**config.mk**
```make
export PLATFORM = sky130hd
export DESIGN_NAME = qrc_top
export DESIGN_NICKNAME = d
export VERILOG_FILES = /design/src/rtl/qrc_pkg.sv /design/src/rtl/qrc_outst_cnt.sv /design/src/rtl/qrc_wburst_track.sv /design/src/rtl/qrc_drain_timer.sv /design/src/rtl/qrc_seq_fsm.sv /design/src/rtl/qrc_top.sv
export SDC_FILE = /design/constraint.sdc
export NUM_CORES = 1
export LEC_CHECK = 0
export BUFFER_PORTS_ARGS = -buffer_cell sky130_fd_sc_hd__buf_4
export CAP_MARGIN = 15
export CORE_ASPECT_RATIO = 1.75
export CORE_MARGIN = 1.5
export CORE_UTILIZATION = 44
export DETAILED_ROUTE_END_ITERATION = 7
export PLACE_DENSITY = 0.66
export SETUP_SLACK_MARGIN = 0.05
export SLEW_MARGIN = 5
export SYNTH_ARGS = -nofsm -noshare
export SYNTH_HDL_FRONTEND = slang
export SYNTH_SLANG_ARGS = --single-unit
```
**constraint.sdc**
```tcl
create_clock -name clk -period 4.5 [get_ports clk]
set_input_delay 0.9 -clock clk [delete_from_list [all_inputs] [get_ports clk]]
set_output_delay 0.9 -clock clk [all_outputs]
set_load 0.005 [all_outputs]
```
**src/rtl/qrc_pkg.sv**
```systemverilog
package qrc_pkg;
    typedef enum logic [1:0] {
        QS_RUN     = 2'd0,
        QS_DRAIN   = 2'd1,
        QS_RESET   = 2'd2,
        QS_RELEASE = 2'd3
    } qrc_state_e;
endpackage

```
**src/rtl/qrc_outst_cnt.sv**
```systemverilog
// Outstanding-transaction counter: up on issue, down on completion.
module qrc_outst_cnt #(
    parameter int MAX_OUTST = 15,
    localparam int CW = $clog2(MAX_OUTST + 1)
) (
    input  logic          clk,
    input  logic          rst_n,
    input  logic          inc,
    input  logic          dec,
    output logic [CW-1:0] count,
    output logic          is_zero,
    output logic          is_full
);
    always_ff @(posedge clk) begin
        if (!rst_n) begin
            count <= '0;
        end else begin
            unique case ({inc, dec})
                2'b10:   count <= count + 1'b1;
                2'b01:   count <= count - 1'b1;
                default: count <= count;
            endcase
        end
    end

    always_comb begin
        is_zero = (count == '0);
        is_full = (count == CW'(MAX_OUTST));
    end
endmodule

```
**src/rtl/qrc_wburst_track.sv**
```systemverilog
// Marks a write data burst whose first beat has gone but whose last has not.
module qrc_wburst_track (
    input  logic clk,
    input  logic rst_n,
    input  logic beat,
    input  logic last,
    output logic open
);
    always_ff @(posedge clk) begin
        if (!rst_n) begin
            open <= 1'b0;
        end else if (beat) begin
            open <= !last;
        end
    end
endmodule

```
**src/rtl/qrc_drain_timer.sv**
```systemverilog
// Optional watchdog on the drain phase; sets a sticky flag only.
module qrc_drain_timer #(
    parameter int DRAIN_LIMIT = 256,
    parameter bit TMO_EN      = 1'b1,
    localparam int TW = $clog2(DRAIN_LIMIT + 1)
) (
    input  logic clk,
    input  logic rst_n,
    input  logic in_drain,
    input  logic drained,
    output logic err
);
    generate
        if (TMO_EN) begin : g_timer
            logic [TW-1:0] elapsed;
            logic          err_q;

            always_ff @(posedge clk) begin
                if (!rst_n) begin
                    elapsed <= '0;
                    err_q   <= 1'b0;
                end else if (!in_drain) begin
                    elapsed <= '0;
                end else if (!drained && !err_q) begin
                    if (elapsed == TW'(DRAIN_LIMIT - 1)) begin
                        err_q <= 1'b1;
                    end else begin
                        elapsed <= elapsed + 1'b1;
                    end
                end
            end

            assign err = err_q;
        end else begin : g_no_timer
            logic unused_tmo;
            assign unused_tmo = ^{clk, rst_n, in_drain, drained};
            assign err = 1'b0;
        end
    endgenerate
endmodule

```
**src/rtl/qrc_seq_fsm.sv**
```systemverilog
// RUN -> DRAIN -> RESET -> RELEASE -> RUN sequencer.
module qrc_seq_fsm
    import qrc_pkg::*;
#(
    parameter int RESET_CYCLES = 16,
    localparam int HW = $clog2(RESET_CYCLES + 1)
) (
    input  logic       clk,
    input  logic       rst_n,
    input  logic       req,
    input  logic       drained,
    output qrc_state_e state,
    output logic       ack,
    output logic       sub_rst_n
);
    qrc_state_e    nxt;
    logic [HW-1:0] hold;
    logic          ack_q;

    always_ff @(posedge clk) begin
        if (!rst_n) begin
            state <= QS_RUN;
            hold  <= '0;
            ack_q <= 1'b0;
        end else begin
            state <= nxt;
            hold  <= (state == QS_RESET) ? hold + 1'b1 : '0;
            ack_q <= (state == QS_RELEASE);
        end
    end

    always_comb begin
        nxt = state;
        unique case (state)
            QS_RUN:     if (req) nxt = QS_DRAIN;
            QS_DRAIN:   if (drained) nxt = QS_RESET;
            QS_RESET:   if (hold == HW'(RESET_CYCLES - 1)) nxt = QS_RELEASE;
            QS_RELEASE: nxt = QS_RUN;
            default:    nxt = QS_RUN;
        endcase
    end

    always_comb begin
        sub_rst_n = (state != QS_RESET);
        ack       = ack_q;
    end
endmodule

```
**src/rtl/qrc_top.sv**
```systemverilog
module qrc_top
    import qrc_pkg::*;
#(
    parameter int MAX_OUTST    = 15,
    parameter int RESET_CYCLES = 16,
    parameter int DRAIN_LIMIT  = 256,
    parameter bit TMO_EN       = 1'b1
) (
    input  logic clk,
    input  logic rst_n,
    input  logic quiesce_req,
    output logic quiesce_ack,
    output logic drain_err,
    output logic sub_rst_n,
    input  logic mst_awvalid,
    output logic mst_awready,
    output logic sub_awvalid,
    input  logic sub_awready,
    input  logic mst_wvalid,
    input  logic mst_wlast,
    output logic mst_wready,
    output logic sub_wvalid,
    output logic sub_wlast,
    input  logic sub_wready,
    input  logic sub_bvalid,
    output logic sub_bready,
    output logic mst_bvalid,
    input  logic mst_bready,
    input  logic mst_arvalid,
    output logic mst_arready,
    output logic sub_arvalid,
    input  logic sub_arready,
    input  logic sub_rvalid,
    input  logic sub_rlast,
    output logic sub_rready,
    output logic mst_rvalid,
    output logic mst_rlast,
    input  logic mst_rready
);
    localparam int CNT_W = $clog2(MAX_OUTST + 1);

    qrc_state_e     state;
    logic [CNT_W-1:0] wr_cnt, rd_cnt;
    logic           wr_zero, wr_full, rd_zero, rd_full;
    logic           w_open, drained;
    logic           aw_ok, ar_ok, w_ok, resp_ok;
    logic           aw_hs, ar_hs, w_hs, b_hs, rl_hs;

    // channel gating
    always_comb begin
        aw_ok   = (state == QS_RUN) && !wr_full;
        ar_ok   = (state == QS_RUN) && !rd_full;
        w_ok    = (state == QS_RUN) ||
                  ((state == QS_DRAIN) && (w_open || !wr_zero));
        resp_ok = (state == QS_RUN) || (state == QS_DRAIN);

        sub_awvalid = mst_awvalid && aw_ok;
        mst_awready = sub_awready && aw_ok;
        sub_arvalid = mst_arvalid && ar_ok;
        mst_arready = sub_arready && ar_ok;

        sub_wvalid  = mst_wvalid && w_ok;
        sub_wlast   = mst_wlast && w_ok;
        mst_wready  = sub_wready && w_ok;

        mst_bvalid  = sub_bvalid && resp_ok;
        sub_bready  = mst_bready && resp_ok;
        mst_rvalid  = sub_rvalid && resp_ok;
        mst_rlast   = sub_rlast && resp_ok;
        sub_rready  = mst_rready && resp_ok;

        aw_hs = sub_awvalid && sub_awready;
        ar_hs = sub_arvalid && sub_arready;
        w_hs  = sub_wvalid && sub_wready;
        b_hs  = sub_bvalid && sub_bready;
        rl_hs = sub_rvalid && sub_rready && sub_rlast;

        drained = wr_zero && rd_zero && !w_open;
    end

    qrc_outst_cnt #(.MAX_OUTST(MAX_OUTST)) i_wr_cnt (
        .clk(clk), .rst_n(rst_n), .inc(aw_hs), .dec(b_hs),
        .count(wr_cnt), .is_zero(wr_zero), .is_full(wr_full)
    );

    qrc_outst_cnt #(.MAX_OUTST(MAX_OUTST)) i_rd_cnt (
        .clk(clk), .rst_n(rst_n), .inc(ar_hs), .dec(rl_hs),
        .count(rd_cnt), .is_zero(rd_zero), .is_full(rd_full)
    );

    qrc_wburst_track i_wtrk (
        .clk(clk), .rst_n(rst_n), .beat(w_hs), .last(sub_wlast), .open(w_open)
    );

    qrc_drain_timer #(.DRAIN_LIMIT(DRAIN_LIMIT), .TMO_EN(TMO_EN)) i_tmo (
        .clk(clk), .rst_n(rst_n), .in_drain(state == QS_DRAIN),
        .drained(drained), .err(drain_err)
    );

    qrc_seq_fsm #(.RESET_CYCLES(RESET_CYCLES)) i_fsm (
        .clk(clk), .rst_n(rst_n), .req(quiesce_req), .drained(drained),
        .state(state), .ack(quiesce_ack), .sub_rst_n(sub_rst_n)
    );
endmodule

```
After elaboration in Yosys (flattened, before gate mapping). Cells that the tools add are included.

Input bits: 15. Register bits: 27. Logic and storage cells: 80.

Reductions and logical operators: 44. Bitwise logic cells: 1. Add/subtract/negate cells: 6. Muxes and demuxes: 6. Equality and inequality tests: 15.

Operators by type and width (number): $logic_and 1x1->1 (24); $pmux 4 s2 (2); $add 9x1->9 const B (1); $eq 9x8->1 const B (1); $add 4x1->4 const B (2); $eq 2x2->1 const B (4); $eq 4x4->1 const B (2); $logic_not 4->1 (2); $ne 2x2->1 const B (4); $pmux 2 s4 (1); $sub 4x1->4 const B (2); $logic_not 1->1 (7); $eq 2x1->1 const B (3); $mux 2 (3); $reduce_and 2->1 (3); $reduce_and 3->1 (2); $add 5x1->5 const B (1); $eq 5x4->1 const B (1); $reduce_bool 2->1 (2); $logic_or 1x1->1 (3); $logic_not 2->1 (1); $not 1->1 (1).

Longest topological paths before layout. Gate-level depths: netlist (run 1).

Depth after elaboration: 7. Depth in mapped cells: 12.

Hierarchy. From an unflattened synthesis (run 1), not the netlist that was laid out.

Cells, all modules: 179. Area total of the unflattened synthesis: 1610.3 um^2.

By module, submodules not included: qrc_outst_cnt (instances 2, cells each 30, sequential area each 80.1 um^2, area an instance 281.5 um^2); qrc_drain_timer (instances 1, cells each 53, sequential area each 200.2 um^2, area an instance 456.7 um^2); qrc_seq_fsm (instances 1, cells each 40, sequential area each 160.2 um^2, area an instance 389.1 um^2); qrc_top (instances 1, cells each 23, sequential area each 0.0 um^2, area an instance 167.7 um^2); qrc_wburst_track (instances 1, cells each 3, sequential area each 20.0 um^2, area an instance 33.8 um^2).

Least setup slack after synthesis (run 1). OpenSTA, ideal clock, no wires.

Path kind: reg2reg. Start: reg i_fsm.state[1]. End: reg i_rd_cnt.count[2]. Arrival: 2436 ps. Required time: 4430 ps. Buffers on the path: 0. Period minus slack after synthesis: 2506 ps. Library setup time: 70 ps. Setup slack: 1994 ps. Stages on the path, launching flop included: 13. Path through: dfxtp_1 > inv_1 > ha_1 > nor2_1 > nor2b_1 > and3_1 > ha_1 > xor2_1 > ha_1 > a21oi_1 > xor2_1 > or3_1 > a21oi_1.

Word-level cells in the longest chain between the ends: 7.

RTL lines: start: declaration (RTL line qrc_seq_fsm.sv:12) `output qrc_state_e state,`; start signal: assignment (RTL line qrc_seq_fsm.sv:26) `state <= nxt;`; $eq 2x1->1 or $logic_not 2->1 (tied branches) (RTL line qrc_top.sv:55, qrc_top.sv:52); $logic_or 1x1->1 (RTL line qrc_top.sv:55) `resp_ok = (state == QS_RUN) || (state == QS_DRAIN);`; $logic_and 1x1->1 (RTL line qrc_top.sv:70) `sub_rready = mst_rready && resp_ok;`; $logic_and 1x1->1 (2 in a row) (RTL line qrc_top.sv:76) `rl_hs = sub_rvalid && sub_rready && sub_rlast;`; $eq 2x1->1 or $eq 2x2->1 (tied branches) (RTL line qrc_outst_cnt.sv:18) `unique case ({inc, dec})`; $pmux 4 s2 or $reduce_bool 2->1 (tied branches); end signal: assignment (RTL line qrc_outst_cnt.sv:19) `2'b10: count <= count + 1'b1;`; end signal: assignment (RTL line qrc_outst_cnt.sv:20) `2'b01: count <= count - 1'b1;`; end signal: assignment (RTL line qrc_outst_cnt.sv:21) `default: count <= count;`; end: declaration (RTL line qrc_outst_cnt.sv:10) `output logic [CW-1:0] count,`.

Parallel ways exist; a longest one is shown, timed or not. A chain may end at the register's enable or synchronous reset.

Worst setup path after layout (run 1).
Start: reg i_fsm.state[0]. End: reg i_rd_cnt.count[2].

Same word-level chain as after synthesis.

==> results of run 1 <==
[synth_stat cells (3+ instances only)]
| cell | instances |
|---|---|
| dfxtp_1 | 27 |
| nor2_1 | 17 |
| ha_1 | 15 |
| nand2_1 | 13 |
| a21oi_1 | 10 |
| inv_1 | 9 |
| mux2i_1 | 8 |
| xor2_1 | 8 |
| and3_1 | 7 |
| and2_1 | 6 |
| nor2b_1 | 6 |
| o21ai_0 | 6 |
| or3_1 | 5 |
| nand3_1 | 4 |
| o31ai_1 | 4 |
| nand2b_1 | 3 |
| nand4_1 | 3 |
| or4_2 | 3 |
[power by group]
group          leakage (nW)  internal (mW)  switching (mW)
clock                0.0228         0.0633          0.0720
sequential            0.219          0.272          0.0481
combinational         0.544          0.235           0.252
total                 0.785          0.570           0.372
[area by class of cell]
class | instances | area [µm²]
multi-input combinational | 138 | 992
clock buffer | 4 | 45.0
inverter | 9 | 33.8
tap | 45 | 56.3
timing repair buffer | 29 | 218
sequential | 27 | 541
fill | 350 | 1510
[worst max-delay path, cell delays in order, from the launching register on]
cell and delay, ps:
dfxtp_1 390, inv_1 100, ha_1 290, nor2_1 350
nor2b_1 120, and3_1 230, ha_1 270, xor2_1 160
ha_1 180, a21oi_1 150, xor2_1 100, or3_1 320
a21oi_1 160
[cells by family (layout without fill, tap and decap cells)]
group,after synthesis,after routing,synth area share [%]
AND/OR/NAND/NOR,74,74,25.6
AO/OA/AOI/OAI,30,30,14.0
flip-flops,27,27,34.2
adder cells (fa/ha/maj),15,15,11.9
buffers and inverters,11,42,3.09
XOR/XNOR,10,10,5.54
multiplexers,9,9,5.78
[layer usage]
metal	track usage, %	up-vias	routed length, µm
li1	-	683	-
met1	16.2	637	1260
met2	36.7	17	1960
met3	1.08	2	60
met4	6.86	0	32
met5	0	-	0
[cells in the final DEF, fill, tap and decap left out, types with 2 or more instances in the layout]
cell type  synthesis  routed
o21ai_0            6       6
dfxtp_1           27      27
a31oi_1            2       2
xnor2_1            2       2
o22ai_1            2       2
ha_1              15      15
nor2_1            17      17
o31ai_1            4       4
nand2b_1           3       3
inv_1              9       9
or4_2              3       3
and2_1             6       6
nand2_1           13      13
o31ai_4            2       2
nand4_1            3       3
and3_1             7       7
or3_1              5       5
clkbuf_8           0       3
nand3_1            4       4
buf_4              0      29
nor2b_1            6       6
mux2i_1            8       8
a21oi_1           10      10
nor3b_1            2       2
xor2_1             8       8
[registers in the layout, summed over array words and instances (netlist names)]
register               count
i_wr_cnt.count             4
i_fsm.ack                  1
i_rd_cnt.count             4
i_tmo.g_timer.elapsed      9
i_fsm.hold                 5
i_fsm.state                2
i_tmo.err                  1
i_wtrk.open                1
[worst min path at each step]
stage | startpoint | end | slack [ps]
5_1_grt | i_fsm.hold[0] | i_fsm.hold[0] | 500
2_1_floorplan | i_fsm.hold[0] | i_fsm.hold[0] | 420
4_1_cts | i_fsm.hold[0] | i_fsm.hold[0] | 470
3_5_place_dp | i_fsm.hold[0] | i_fsm.hold[0] | 450
3_3_place_gp | i_fsm.hold[0] | i_fsm.hold[0] | 430
6_report | i_fsm.hold[0] | i_fsm.hold[0] | 460
==> results.yml, run 1 <==
sta:
  tightest_slew_ps: 466
  slew_headroom_pct: 68.9
  finalHoldWorstSlack_ps: 459
  fin_tns_setup_ps: 0
  hold_viol: 0
  finalCritPeriodShare_pct: 64.3
  fin_ws_ps: 1610
  finalSetupViolations: 0
  grt_setup_unrepaired: "false"
  fmax_mhz: 346
  drv_slew: 0
  final.setup_skew_ps: 1.15
  finalCriticalPeriod_ps: 2890
floorplanning:
  core_region_area_um2: 3400
  num_rows: 28
  die_h_um: 82.3
  die-area_um2: 3980
  die_w_um: 48.3
  io_pins: 30
  start_util_pct: 46.5
final_layout:
  final_util_pct: 55.5
  insertedDiodeCount: 0
  drive_above_1_share_pct: 20.3
  instances_no_fill: 252
  post-route-cell-area_um2: 1890
  nets: 238
  areaGrowthSynthToFinish_pct: 19.2
power_and_ir_drop:
  ir_worst_vdd_mv: 0.288
  powerDensity_nw_per_um2: 500
  total_leakage_power_nw: 0.785
  power_mw: 0.942
clock_tree:
  cts-hold-fix-buffers: 0
  ctsResizeCount: 0
  cts-root-buf: "clkbuf_8"
  cts.path.max_buffers: 2
  cts_setup_buffers: 0
  clock-sinks: 27
  clkSlewWorstSetupHoldPaths_ps: 90
  htree_num_levels: 1
  cts_made_buffers: 3
  cts_tree: "built"
  clk_latency_ps: 260
worst_setup_path:
  crit_type: "flop to flop"
  critPathCapture: "i_rd_cnt.count[2]"
  worst_setup_path_end_kind: "flop"
  cp_max_fo: 7
  regToRegStartpoint: "i_fsm.state[0]"
  start_kind: "flop"
  cp.required_ps: 4700
  crit_arrival_ps: 3090
  ff2ff_path_depth: 12
  cp-startpoint: "i_fsm.state[0]"
  reg2reg_to: "i_rd_cnt.count[2]"
  r2r_setup_slack_ps: 1610
global_routing:
  globalRouteOverflowTotal: 0
  grt_pass1_wl_mm: 5.40
  grt_pass1_vias: 1326
  grt_max_degree: 15
  antenna_found_initial: 0
  groute.usage.overall_pct: 16.9
synthesis:
  synth.distinct_cells: 35
  synthesis.nets: 206
  synth.area.top_cells: "dfxtp_1 34%, ha_1 12%, mux2i_1 5.1%"
  ys_seq_area_share_pct: 34.2
  synth_edf_count: 0
  synth_area_per_cell_um2: 8.99
  ys.flop_type: "dfxtp_1"
  netlist_instances: 176
  ys.warnings.count: 0
  yosysTopAreaCell: "dfxtp_1"
  synth.top_cell.area_share_pct: 34.2
  ys_seq_elements: 27
  synth_area_um2: 1580
  synthArstFlopShare_pct: 0
place:
  placed_area_um2: 1840
  port_buffers: 29
  placed_cells: 248
  hpwlAfterDp_mm: 2.69
  dp_slack_ps: 1600
  place_congestion: 0.682
outcome:
  status: "finished, final reports clean"
routing:
  drt_pass1_iterations: 4
  drt-initial-drc-count: 20
  antenna_left: 0
  vias: 1339
  avgViaCountPerCell: 5.31
  wire_per_inst_um: 13.1
  post-route-drc-count: 0
  routed_wl_mm: 3.31
min_path:
  min_path_type: "flop to flop"
  whs_path_depth: 1
run:
  cap_viol_max_count: 0
Power figures use the tool's default switching activity.
==> inputs of run 2 (changes only) <==
--- a/config.mk
+++ b/config.mk
@@ -5,13 +5,14 @@
 export SDC_FILE = /design/constraint.sdc
 export NUM_CORES = 1
 export LEC_CHECK = 0
+export ABC_AREA = 1
 export BUFFER_PORTS_ARGS = -buffer_cell sky130_fd_sc_hd__buf_4
 export CAP_MARGIN = 15
 export CORE_ASPECT_RATIO = 1.75
 export CORE_MARGIN = 1.5
 export CORE_UTILIZATION = 44
 export DETAILED_ROUTE_END_ITERATION = 7
-export PLACE_DENSITY = 0.66
+export PLACE_DENSITY = 0.65
 export SETUP_SLACK_MARGIN = 0.05
 export SLEW_MARGIN = 5
 export SYNTH_ARGS = -nofsm -noshare
==> constraint.sdc (replaced) <==
create_clock -name clk -period 3.05 [get_ports clk]
set_input_delay 0.61 -clock clk [delete_from_list [all_inputs] [get_ports clk]]
set_output_delay 0.61 -clock clk [all_outputs]
set_load 0.005 [all_outputs]
==> run 2 against run 1 <==
Effect of this change:
- combinational power up 45%
- setup slack worse by 950 ps
- core utilization fell by 0.76 points
- worst hold slack better by 2.3 ps
- synthesized area increased by 6.3%
- critical path type unchanged
- highest routed layer unchanged
- routed wire length increased by 3.6%
- register-to-register slack got worse by 950 ps
- critical path depth grew 2
- cell count rose by 31%
- largest cell class unchanged
- global-route usage up 1.0 points
==> results.yml, run 2 <==
power_and_ir_drop:
  seqPwrFrac_pct: 34.1
  power.share.combinational_pct: 51.3
  p_switching_mw: 0.583
  cellInternalPower_mw: 0.792
  powerDensity_nw_per_um2: 693
  total_leakage_power_nw: 1.02
  power_frac_clock_pct: 14.6
  ir_worst_vdd_mv: 0.370
  swShare_pct: 42.4
worst_setup_path:
  crit_type: "flop to flop"
  crit_arrival_ps: 2560
  crit_family: "adder cells"
  worst-path-buf-inv: 4
  cp_max_fo: 7
  worst_setup_path_end_kind: "flop"
  slowest_delay_ps: 370
  timing.critical_path.mode_cell: "inv_1"
  crit_chain: "inv_1 -> ha_1 -> or2_2 -> inv_1 -> nor3_1 -> ha_1 -> nand2_1 -> inv_1 -> nor2_1 -> ha_1 -> a21oi_1 -> xnor2_1 -> o21ai_0 -> inv_1"
  cp.required_ps: 3220
  start_kind: "flop"
  slowest_stage: "dfxtp_1"
final_layout:
  layout_common_cells: "57 x nand2_1, 45 x inv_1, 32 x nor2_1"
  top_regs: "i_tmo.g_timer.elapsed (9), i_fsm.hold (5)"
  nets: 314
  regMostFlops: "i_tmo.g_timer.elapsed"
  largest_reg_flops: 9
  drive_above_1_share_pct: 15.5
  areaGrowthSynthToFinish_pct: 18.1
  final_common_cell: "nand2_1"
  insertedDiodeCount: 0
clock_tree:
  cts_tree: "built"
  cts.path.max_buffers: 2
  cts_made_buffers: 3
  ctsResizeCount: 0
  cts_setup_buffers: 0
  htree_num_levels: 1
  clock-sinks: 27
  clkSlewWorstSetupHoldPaths_ps: 90
  cts-root-buf: "clkbuf_8"
  clk_latency_ps: 270
  cts-hold-fix-buffers: 0
floorplanning:
  num_rows: 29
  io_pins: 30
  die_w_um: 49.7
  die_h_um: 84.8
  core_region_area_um2: 3630
  die-area_um2: 4220
  start_util_pct: 46.3
global_routing:
  globalRouteOverflowTotal: 0
  grt_pass1_vias: 1539
  grt_max_degree: 15
  antenna_found_initial: 0
  grt_pass1_wl_mm: 6.04
  groute.usage.overall_pct: 17.9
routing:
  route.met3.wl_um: 120
  wl_met2_mm: 1.90
  drt-initial-drc-count: 17
  routed_wl_mm: 3.43
  drt_pass1_iterations: 4
  wire_per_inst_um: 10.4
  avgViaCountPerCell: 4.75
  post-route-drc-count: 0
  routed.top_layer: "met4"
  wl_met1_mm: 1.35
  vias: 1562
  antenna_left: 0
place:
  port_buffers: 29
  place_congestion: 0.787
  hpwlAfterDp_mm: 2.82
synthesis:
  ys_seq_area_share_pct: 32.1
  synth_fa_ha_area_share_pct: 11.2
  ys.flop_type: "dfxtp_1"
  muxShareOfSynthArea_pct: 0
  synth_most_common_cell: "nand2_1"
  ys_seq_elements: 27
  synthArstFlopShare_pct: 0
  synth_commonest_cells: "57 x nand2_1, 45 x inv_1, 32 x nor2_1"
  ys.warnings.count: 0
  netlist_instances: 252
  synth_area_um2: 1680
  yosys.area_share.simple_pct: 32.0
  synth_top_family_by_area: "simple AND/OR/NAND/NOR gates"
  yosysTopAreaCell: "dfxtp_1"
  synth_xor_xnor_area_share_pct: 4.17
  synthesis.nets: 282
  synth.top_cell.area_share_pct: 32.1
  synth.area.top_cells: "dfxtp_1 32%, nand2_1 13%, ha_1 11%"
  synth_edf_count: 0
  synth_compound_area_share_pct: 8.85
  synth.distinct_cells: 23
  synth_area_per_cell_um2: 6.67
sta:
  fmax_mhz: 418
  tightest_slew_ps: 375
  final.setup_skew_ps: 1.38
  finalSetupViolations: 0
  hold_viol: 0
  grt_setup_unrepaired: "false"
  slew_headroom_pct: 74.8
  drv_slew: 0
  finalCritPeriodShare_pct: 78.4
  finalHoldWorstSlack_ps: 461
  finalCriticalPeriod_ps: 2390
  fin_tns_setup_ps: 0
outcome:
  status: "finished, final reports clean"
run:
  cap_viol_max_count: 0
min_path:
  min_path_type: "flop to flop"
-- run 2: cell count changes after synthesis, sizes merged, moves of 8 or more --
cell,previous run,this run
nor2,17,37
nand3,4,12
inv,9,48
mux2i,8,0
a21oi,11,19
nand2,13,60
-- run 2: kinds of logic after synthesis --
family | after synthesis
flops | 27
compound gates | 29
xor+xnor | 8
buf+inv | 50
fa+ha+maj | 15
simple gates | 123
-- run 2: final cells by class --
cell class                      count  area, µm²
Fill cell                         387       1640
Clock buffer                        4       45.0
Tap cell                           46       57.6
Timing Repair Buffer               29        218
Sequential cell                    27        541
Inverter                           48        180
Multi-Input combinational cell    175        945
-- run 2: per-layer routing --
layer  track usage (%)  vias to the layer above
li1                  -                      838
met1              17.2                      685
met2              35.6                       33
met3              2.31                        6
met4              8.33                        0
met5                 0                        -
-- run 2: through the flow --
stage | cells | setup WS, ps | power (mW) | area, µm² | utilization (%)
after floorplan | 252 | 861 | 0.979 | 1680 | -
after global placement | 325 | 752 | 1.19 | 1940 | 53.5
after detailed placement | 325 | 632 | 1.19 | 1940 | 53.5
after CTS | 329 | 623 | 1.40 | 1990 | 54.7
after global routing | 329 | 369 | 1.52 | 1990 | 54.7
final | 329 | 660 | 1.38 | 1990 | 54.7
-- run 2: power groups by stage --
stage | logic, mW | registers [mW] | clock network [mW]
2_1_floorplan | 0.514 | 0.464 | 0
3_3_place_gp | 0.714 | 0.475 | 0
3_5_place_dp | 0.716 | 0.476 | 0
4_1_cts | 0.720 | 0.468 | 0.211
5_1_grt | 0.819 | 0.478 | 0.223
6_report | 0.706 | 0.469 | 0.201
-- run 2: path summary, 6_finish.rpt --
kind | from | to | slack, ps | cells after the start
hold reg to reg | i_fsm.hold[0] | i_fsm.hold[0] | 460 | 1
setup reg to reg | i_fsm.state[1] | i_wr_cnt.count[2] | 660 | 14
setup / recovery | i_fsm.state[1] | i_wr_cnt.count[2] | 660 | 14
hold / removal | i_fsm.hold[0] | i_fsm.hold[0] | 460 | 1
==> inputs of run 3 (changes only) <==
--- a/config.mk
+++ b/config.mk
@@ -12,7 +12,7 @@
 export CORE_MARGIN = 1.5
 export CORE_UTILIZATION = 44
 export DETAILED_ROUTE_END_ITERATION = 7
-export PLACE_DENSITY = 0.65
+export PLACE_DENSITY = 0.68
 export SETUP_SLACK_MARGIN = 0.05
 export SLEW_MARGIN = 5
 export SYNTH_ARGS = -nofsm -noshare
==> constraint.sdc (replaced) <==
create_clock -name clk -period 2 [get_ports clk]
set_input_delay 0.4 -clock clk [delete_from_list [all_inputs] [get_ports clk]]
set_output_delay 0.4 -clock clk [all_outputs]
set_load 0.005 [all_outputs]
==> run 3 against run 2 <==
Effect of this change:
- first-iteration DRC count is 5.9% higher
- non-clock buffer count is 23 higher
- worst hold slack worse by 49 ps
- die area stayed put
- largest cell class unchanged
==> results.yml, run 3 (synthesis gave the netlist of run 2 again) <==
clock_tree:
  cts-root-buf: "clkbuf_8"
  cts.path.max_buffers: 2
  cts-hold-fix-buffers: 0
  cts_tree: "built"
  clk_latency_ps: 270
  htree_num_levels: 1
  clock-sinks: 27
  clkSlewWorstSetupHoldPaths_ps: 90
  cts_made_buffers: 3
sta:
  finalCriticalPeriod_ps: 1980
  tightest_slew_ps: 297
  grt_setup_unrepaired: "true"
  slew_headroom_pct: 80.1
  finalSetupViolations: 0
  drv_slew: 0
  finalCritPeriodShare_pct: 99.1
  hold_viol: 0
  final.setup_skew_ps: 4.48
  fmax_mhz: 505
place:
  port_buffers: 29
  place_congestion: 0.806
  placed_cells: 338
  hpwlAfterDp_mm: 2.85
worst_setup_path:
  cp_max_fo: 4
  slowest_stage: "dfxtp_4"
  start_kind: "flop"
  crit_arrival_ps: 2160
  cp.required_ps: 2180
  worst_setup_path_end_kind: "flop"
  crit_chain: "inv_4 -> ha_4 -> or2_4 -> inv_4 -> nor3_2 -> ha_2 -> nand2_1 -> inv_1 -> nor2_2 -> ha_2 -> a21oi_2 -> xnor2_1 -> o21ai_1 -> inv_1"
  crit_type: "flop to flop"
  slowest_delay_ps: 390
global_routing:
  grt_max_degree: 15
  groute.usage.overall_pct: 18.4
  grt_pass1_vias: 1590
  antenna_found_initial: 0
  globalRouteOverflowTotal: 0
  grt_pass1_wl_mm: 6.15
floorplanning:
  io_pins: 30
  start_util_pct: 46.3
  die_h_um: 84.8
  num_rows: 29
  die_w_um: 49.7
  die-area_um2: 4220
  core_region_area_um2: 3630
final_layout:
  nets: 337
  multi_input_area_um2: 1070
  final_common_cell: "nand2_1"
  instances_no_fill: 352
  insertedDiodeCount: 0
  layout_common_cells: "55 x nand2_1, 52 x buf_4, 40 x inv_1"
  areaGrowthSynthToFinish_pct: 36.5
  top_regs: "i_tmo.g_timer.elapsed (9), i_fsm.hold (5)"
  regMostFlops: "i_tmo.g_timer.elapsed"
  drive_above_1_share_pct: 31.4
  n_fill_cell: 340
  largest_reg_flops: 9
  ff_latch_area_um2: 546
power_and_ir_drop:
  total_leakage_power_nw: 1.14
  powerDensity_nw_per_um2: 1100
  swShare_pct: 41.0
  power.share.combinational_pct: 59.7
  power_frac_clock_pct: 12.4
  ir_worst_vdd_mv: 0.574
  power_mw: 2.52
  cellInternalPower_mw: 1.49
  p_switching_mw: 1.03
  seqPwrFrac_pct: 27.8
routing:
  routed_wl_mm: 3.74
  vias: 1672
  antenna_left: 0
  avgViaCountPerCell: 4.75
  post-route-drc-count: 0
  wire_per_inst_um: 10.6
  drt-initial-drc-count: 18
  drt_pass1_iterations: 4
min_path:
  min_path_type: "input port to flop"
run:
  cap_viol_max_count: 0
outcome:
  status: "finished, final reports clean"
[run 3: cell types whose count changed in the layout (fill, tap and decap cells not counted), sizes merged]
cell,previous run,this run
buf,29,52
[run 3: final timing paths]
path                        from                 to  slack (ps)  cells past startpoint
hold / removal             rst_n  i_wr_cnt.count[1]         410                      3
hold reg to reg    i_fsm.hold[0]      i_fsm.hold[0]         460                      1
setup / recovery  i_fsm.state[0]  i_wr_cnt.count[2]          20                     14
setup reg to reg  i_fsm.state[0]  i_wr_cnt.count[2]          20                     14
[run 3: repair_timing]
item,4_1_cts,5_1_grt
pin swaps,8,4
endpoints found under the setup margin,4,12
gates cloned,0,0
gates resized for setup,11,14
buffers inserted,8,2
[run 3: power groups by stage]
stage	Combinational [mW]	Sequential (mW)	Clock, mW
global route	1.67	0.716	0.348
global placement	1.32	0.700	0
floorplan	0.839	0.715	0
detailed placement	1.32	0.703	0
CTS	1.44	0.698	0.326
finish	1.50	0.701	0.313
[run 3: per-stage QoR]
stage / TNS, ps / hold WS [ps] / worst slack [ps] / utilization [%] / instance area (µm²)
after CTS: 0 / 410 / 3.57 / 61.6 / 2240
after floorplan: 0 / 418 / 56.1 / - / 1740
final: 0 / 412 / 18.3 / 63.2 / 2290
after detailed placement: -88.8 / 444 / -81.1 / 57.7 / 2090
after global routing: -459 / 412 / -130 / 63.2 / 2290
after global placement: -52.6 / 438 / -52.6 / 57.7 / 2090
[run 3: cell type report]
cell class                      instances  share of cell area, %
Clock buffer                            4                   1.96
Multi-Input combinational cell        175                   46.6
Tap cell                               46                   2.51
Timing Repair Buffer                   52                   17.0
Inverter                               48                   8.18
Sequential cell                        27                   23.8
[run 3: layer usage]
layer / share of wire (%) / up-vias / global-route usage [%]
met3: 2.9 / 4 / 2.49
li1: - / 886 / -
met1: 40 / 752 / 17.2
met5: 0 / - / 0
met2: 56 / 30 / 37.8
met4: 1.5 / 0 / 6.82
[run 3: critical path: cells and delay by family, from the launching register on]
family	cells	cell delay, ps
AO/OA/AOI/OAI	2	150
XOR/XNOR	1	120
adder cells (fa/ha/maj)	3	520
buffers and inverters	4	220
flip-flops	1	390
AND/OR/NAND/NOR	4	480
